<file path="src/rtl/accel_fifo_pkg.sv">
// Package: shared types and widths for the frame FIFO.
// Assumes each axis sample is 16 bits and every frame slot holds all three axes.
package accel_fifo_pkg;
    localparam int AXIS_W  = 16;
    localparam int LANES   = 3;
    localparam int FRAME_W = AXIS_W * LANES;
    localparam int BYTE_W  = 8;

    typedef enum logic [1:0] {
        AXES_XYZ = 2'b00,
        AXIS_X   = 2'b01,
        AXIS_Y   = 2'b10,
        AXIS_Z   = 2'b11
    } axis_mode_e;

    typedef logic [FRAME_W-1:0] frame_t;
endpackage

</file>
<file path="src/rtl/accel_frame_store.sv">
// Frame store: circular buffer of DEPTH frame slots with a frame counter.
// Assumes DEPTH is a power of two, so the pointers wrap naturally.
// A push while full is refused; clr has priority over push and pop.
module accel_frame_store
    import accel_fifo_pkg::*;
#(
    parameter int DEPTH = 32,
    localparam int AW = $clog2(DEPTH),
    localparam int CW = $clog2(DEPTH + 1)
) (
    input  logic          clk,
    input  logic          rst_n,
    input  logic          clr,
    input  logic          push,
    input  frame_t        push_frame,
    input  logic          pop,
    output frame_t        head_frame,
    output logic [CW-1:0] count,
    output logic          full,
    output logic          empty
);
    frame_t        mem [DEPTH];
    logic [AW-1:0] wr_ptr;
    logic [AW-1:0] rd_ptr;
    logic          push_ok;

    assign full       = (count == CW'(DEPTH));
    assign empty      = (count == '0);
    assign push_ok    = push && !full && !clr;
    assign head_frame = mem[rd_ptr];

    // Write the incoming frame into the slot at the write pointer.
    always_ff @(posedge clk) begin
        if (push_ok) mem[wr_ptr] <= push_frame;
    end

    // Advance the pointers and the frame counter.
    always_ff @(posedge clk) begin
        if (!rst_n || clr) begin
            wr_ptr <= '0;
            rd_ptr <= '0;
            count  <= '0;
        end else begin
            if (push_ok) wr_ptr <= wr_ptr + 1'b1;
            if (pop)     rd_ptr <= rd_ptr + 1'b1;
            count <= count + CW'(push_ok) - CW'(pop);
        end
    end


    cnt_bound_chk: assert property (@(posedge clk) disable iff (!rst_n)
        count <= CW'(DEPTH));

    full_hold_chk: assert property (@(posedge clk) disable iff (!rst_n)
        (full && push && !pop && !clr) |=> (count == CW'(DEPTH)));

    clr_empty_chk: assert property (@(posedge clk) disable iff (!rst_n)
        clr |=> (count == '0));

    push_inc_chk: assert property (@(posedge clk) disable iff (!rst_n)
        (push && !full && !pop && !clr) |=> (count == $past(count) + 1'b1));
endmodule

</file>
<file path="src/rtl/accel_frame_reader.sv">
// Byte reader: walks the bytes of the head frame for the selected axis mode.
// It requests a pop when a frame is completed, or when a transaction ends
// partway through a frame. Outputs zero while the store is empty.
module accel_frame_reader
    import accel_fifo_pkg::*;
(
    input  logic              clk,
    input  logic              rst_n,
    input  logic              clr,
    input  axis_mode_e        mode,
    input  logic              rd_stb,
    input  logic              rd_done,
    input  logic              empty,
    input  frame_t            head_frame,
    output logic [BYTE_W-1:0] rd_byte,
    output logic              pop
);
    logic [2:0]        bidx;
    logic [2:0]        last_idx;
    logic [1:0]        lane_sel;
    logic [AXIS_W-1:0] lane_val [LANES];
    logic [AXIS_W-1:0] sel_val;
    logic              adv;

    // Split the head frame into per-axis lanes (X lowest).
    for (genvar g = 0; g < LANES; g++) begin : g_lane
        assign lane_val[g] = head_frame[g*AXIS_W +: AXIS_W];
    end

    // Pick the lane and the last byte index for the current mode.
    always_comb begin
        if (mode == AXES_XYZ) begin
            last_idx = 3'd5;
            lane_sel = bidx[2:1];
        end else begin
            last_idx = 3'd1;
            lane_sel = 2'(mode) - 2'd1;
        end
        sel_val = lane_val[lane_sel];
    end

    // Present the selected byte, or zero when nothing is stored.
    always_comb begin
        if (empty)        rd_byte = '0;
        else if (bidx[0]) rd_byte = sel_val[15:8];
        else              rd_byte = sel_val[7:0];
    end

    assign adv = rd_stb && !empty;
    assign pop = !empty && !clr &&
                 ((rd_stb && bidx == last_idx) || (rd_done && (rd_stb || bidx != '0)));

    // Track the byte position inside the head frame.
    always_ff @(posedge clk) begin
        if (!rst_n || clr) bidx <= '0;
        else if (pop)      bidx <= '0;
        else if (adv)      bidx <= bidx + 3'd1;
    end


    end_align_chk: assert property (@(posedge clk) disable iff (!rst_n)
        rd_done |=> (bidx == '0));

    idx_range_chk: assert property (@(posedge clk) disable iff (!rst_n)
        (mode != AXES_XYZ) |-> (bidx <= 3'd1));

    empty_still_chk: assert property (@(posedge clk) disable iff (!rst_n)
        (empty && !clr) |=> $stable(bidx));
endmodule

</file>
<file path="src/rtl/accel_frame_fifo.sv">
// Top: frame FIFO with axis-mode select, watermark level, sticky overrun
// and interrupt flags. Either configuration write empties the buffer.
// Assumes one sample frame per smp_valid pulse and one byte per rd_stb.
module accel_frame_fifo
    import accel_fifo_pkg::*;
#(
    parameter int DEPTH = 32,
    localparam int CW = $clog2(DEPTH + 1)
) (
    input  logic              clk,
    input  logic              rst_n,
    input  logic              smp_valid,
    input  logic [15:0]       smp_x,
    input  logic [15:0]       smp_y,
    input  logic [15:0]       smp_z,
    input  logic              axis_sel_wr,
    input  logic [1:0]        axis_sel_val,
    input  logic              lvl_wr,
    input  logic [CW-1:0]     lvl_val,
    input  logic              rd_stb,
    input  logic              rd_done,
    output logic [7:0]        rd_byte,
    output logic [CW-1:0]     frame_cnt,
    output logic              overrun,
    output logic              full_irq,
    output logic              wm_irq
);
    axis_mode_e    mode;
    logic [CW-1:0] wm_lvl;
    logic          clr;
    logic          pop;
    logic          full;
    logic          empty;
    frame_t        head_frame;

    assign clr = axis_sel_wr || lvl_wr;

    // Hold the configuration registers.
    always_ff @(posedge clk) begin
        if (!rst_n) begin
            mode   <= AXES_XYZ;
            wm_lvl <= CW'(DEPTH);
        end else begin
            if (axis_sel_wr) mode   <= axis_mode_e'(axis_sel_val);
            if (lvl_wr)      wm_lvl <= lvl_val;
        end
    end

    // Set overrun on a refused push; only configuration writes clear it.
    always_ff @(posedge clk) begin
        if (!rst_n || clr)           overrun <= 1'b0;
        else if (smp_valid && full)  overrun <= 1'b1;
    end

    accel_frame_store #(.DEPTH(DEPTH)) u_store (
        .clk        (clk),
        .rst_n      (rst_n),
        .clr        (clr),
        .push       (smp_valid),
        .push_frame ({smp_z, smp_y, smp_x}),
        .pop        (pop),
        .head_frame (head_frame),
        .count      (frame_cnt),
        .full       (full),
        .empty      (empty)
    );

    accel_frame_reader u_reader (
        .clk        (clk),
        .rst_n      (rst_n),
        .clr        (clr),
        .mode       (mode),
        .rd_stb     (rd_stb),
        .rd_done    (rd_done),
        .empty      (empty),
        .head_frame (head_frame),
        .rd_byte    (rd_byte),
        .pop        (pop)
    );

    assign full_irq = full;
    assign wm_irq   = (frame_cnt >= wm_lvl);


    ovr_sticky_chk: assert property (@(posedge clk) disable iff (!rst_n)
        (overrun && !clr) |=> overrun);

    ovr_set_chk: assert property (@(posedge clk) disable iff (!rst_n)
        (smp_valid && full_irq && !clr) |=> overrun);

    clr_flags_chk: assert property (@(posedge clk) disable iff (!rst_n)
        clr |=> (!overrun && !full_irq));
endmodule

</file>
<file path="config.mk">
export PLATFORM = sky130hd
export DESIGN_NAME = accel_frame_fifo
export DESIGN_NICKNAME = d
export VERILOG_FILES = /design/src/rtl/accel_fifo_pkg.sv /design/src/rtl/accel_frame_store.sv /design/src/rtl/accel_frame_reader.sv /design/src/rtl/accel_frame_fifo.sv
export SDC_FILE = /design/constraint.sdc
export NUM_CORES = 1
export LEC_CHECK = 0
export CELL_PAD_IN_SITES_DETAIL_PLACEMENT = 1
export CELL_PAD_IN_SITES_GLOBAL_PLACEMENT = 2
export CORE_MARGIN = 5
export CORE_UTILIZATION = 45
export DETAILED_ROUTE_END_ITERATION = 8
export HOLD_SLACK_MARGIN = 0.06
export PLACE_DENSITY_LB_ADDON = 0.1
export SYNTH_ARGS = -nofsm -noshare
export SYNTH_HDL_FRONTEND = slang
export SYNTH_SLANG_ARGS = --single-unit
</file>
<file path="constraint.sdc">
create_clock -name clk -period 5.3 [get_ports clk]
set_clock_uncertainty 0.05 [all_clocks]
set_input_delay 1.06 -clock clk [delete_from_list [all_inputs] [get_ports clk]]
set_output_delay 1.06 -clock clk [all_outputs]
set_load 0.005 [all_outputs]
</file>
==> out/metrics.cfg <==
[global_route]
groute.usage.overall_pct=25.8
antenna_found_initial=11
grt_pass1_wl_mm=253
grt_max_degree=49
gr-total-overflow=0
grt_pass1_vias=31900

[clock_network]
root_buffer=clkbuf_16
clock_path_buffers=3
cts_tree=done
clk_pin_slew_worst_paths_ns=0.06
cts.sinks=1569
cts_made_buffers=166
hold_buffers=0
clkLatencyLatePin_ns=0.79
cts_htree_levels=4

[finish]
final_common_cell=edfxtp_1
area_delta_synth_final_pct=17.1
finalNetCount=3115
drive_above_1_share_pct=27.9
final_cell_mix=edfxtp_1 (1536), mux4_2 (380), clkbuf_16 (170), buf_4 (126), clkdlybuf4s50_1 (75)
fin_cells=4938
fillerInstances=11500

[logic_synthesis]
synth-main-ff-cell=edfxtp_1
synthCells=2715
ys_ff_latch=1569
synth-seq-area-share_pct=77.3
yosysWarningCount=0
synth-edff-count=1536
syn-cell-area_um2=60500
ys_async_sr_fraction_pct=0
avgSynthCellArea_um2=22.3
ys_types=70
syn-num-nets=2802

[min_path]
hold_depth=2
hold_class=register to register
min_from=overrun
min_to=overrun

[power]
p_per_area_nw_per_um2=355
leakagePower_nw=21.8
irDropWorstVdd_mv=0.351

[placement]
dp.cells=4605
dpl.hpwl_mm=99.7
place.gp.congestion=0.778
port_buffers=79

[drt]
drtIter0Drc=3321
drt-pass1-iter-count=5
vias_per_cell=6.15
wirelength_mm=183
wire_per_inst_um=37.1
drc=0
num_vias=30400
postRouteAntennaNets=0

[sta]
slew_violations=0
setup_viol=0
max_freq_mhz=190
whs_ns=0.433
worstMarginPinSlew_ns=1.42
slew_headroom_pct=5.37
min_period_ns=5.25
period_share_pct=99.1
rsz0062_at_grt=false
hold_violations=0

[worst_setup_path]
cp.required_ns=4.19
endpoint_kind=primary output
arrival_ns=4.14
path_cells=buf_4, buf_16, buf_4, mux4_2, a221oi_1, o22ai_1, o21ai_0, nand4_1, clkdlybuf4s50_1
r2r_cells=8
r2r_slack_ns=1.49
critPathMaxFanout=10
regToRegStartpoint=u_store.count[2]
critical_path.max_stage_delay_ns=0.64
critPathTopFamily=buffers and inverters
cp_common_cell=buf_4
crit_buf_inv=4
cp-start-kind=register
slowest_stage=a221oi_1
crit_type=register to primary output
rr_endpoint=u_store.mem[20][29]

[outcome]
status=finished, final reports clean

[floorplan]
start_util_pct=45.3
coreArea_um2=133000
dieArea_um2=142000
placementRows=134
chipWidth_um=377
fp.dieH_um=377
io_pins=80

[flow_run]
maxCapViolations=0

-- worst max-delay path by stage --
stage / from / to / slack, ns / cells after the start
final: register / rd_byte[7] / 0.05 / 9
after global routing: register / rd_byte[1] / 0.002 / 11
after CTS: register / rd_byte[5] / -0.03 / 9
after detailed placement: register / rd_byte[5] / 0.13 / 9
after floorplan: lvl_wr / u_store.mem[31][0] / 0.66 / 6
after global placement: register / rd_byte[0] / 0.12 / 10
-- per-stage QoR --
stage	total power [mW]	TNS (ns)	instance area, µm²	utilization, %	setup slack [ns]
CTS	25.4	-0.0347	70600	52.9	-0.0347
global route	26.0	0	70800	53.1	0.00151
global placement	14.2	0	65000	48.7	0.119
detailed placement	14.3	0	65000	48.7	0.131
floorplan	14.0	0	60500	-	0.660
finish	25.1	0	70800	53.1	0.0468
-- cells in the mapped netlist (23+ instances only) --
library cell / instances / area [µm²]
nand3_1: 23 / 115
ha_1: 23 / 288
a211oi_1: 25 / 188
clkbuf_1: 39 / 146
dfxtp_1: 33 / 661
o22ai_1: 40 / 250
a22oi_1: 39 / 293
edfxtp_1: 1536 / 46100
mux4_2: 380 / 8560
buf_2: 33 / 165
buf_4: 36 / 270
nor2_1: 88 / 330
mux2i_1: 71 / 711
nor2b_1: 25 / 156
nand2_1: 55 / 206
-- repair_timing --
action                     4_1_cts  5_1_grt
resized for setup               32       13
setup endpoints to repair        8        7
cloned                           3        2
buffers inserted                14        7
pin swaps                        7        6
-- area by class of cell --
class	count	area, µm²	area share [%]
Clock buffer	203	4340	6.12
Sequential cell	1569	46800	66.1
Inverter	22	85.1	0.120
Multi-Input combinational cell	987	13100	18.5
Antenna cell	5	12.5	0.0177
Clock inverter	102	857	1.21
Tap cell	1768	2210	3.12
Timing Repair Buffer	282	3380	4.78
-- registers in the layout, indices dropped and copies added, names as in the netlist, named ones only --
signal          cells
u_store.mem      1536
u_store.count       6
wm_lvl              6
u_store.rd_ptr      5
u_store.wr_ptr      5
u_reader.bidx       3
mode                2
overrun             1
-- per-layer routing --
metal  up-vias  wire (µm)  track usage [%]
li1      12200          -                -
met1     16600      73200             34.9
met2      1285      90300             42.4
met3       274      14900             6.16
met4         6       4830             7.01
met5         -         41                0
-- kinds of logic (layout without fill, tap and decap cells) --
| kind of cell | Yosys count | count (layout) | synth area share, % |
|---|---|---|---|
| flops | 1569 | 1569 | 77.3 |
| mux | 460 | 460 | 15.6 |
| simple gates | 274 | 274 | 2.24 |
| compound gates | 215 | 215 | 2.58 |
| buf+inv | 159 | 609 | 1.56 |
| fa+ha+maj | 24 | 24 | 0.509 |
| xor+xnor | 14 | 14 | 0.203 |
| other cells | 0 | 5 | 0 |
-- worst reg2reg max path: cells and delay by family, from the launching register on --
kind / cells / cell delay, ns
AND/OR/NAND/NOR: 5 / 2.32
buffers and inverters: 2 / 0.43
adder cells (fa/ha/maj): 1 / 0.23
flip-flops: 1 / 0.43
-- power breakdown --
part | leakage, nW | total, mW | internal (mW) | switching (mW)
clock network | 2.53 | 11.2 | 6.33 | 4.83
logic | 5.16 | 0.349 | 0.0923 | 0.257
registers | 14.1 | 13.6 | 13.6 | 0.00789
Note: power is estimated with default switching activity, not from simulation.
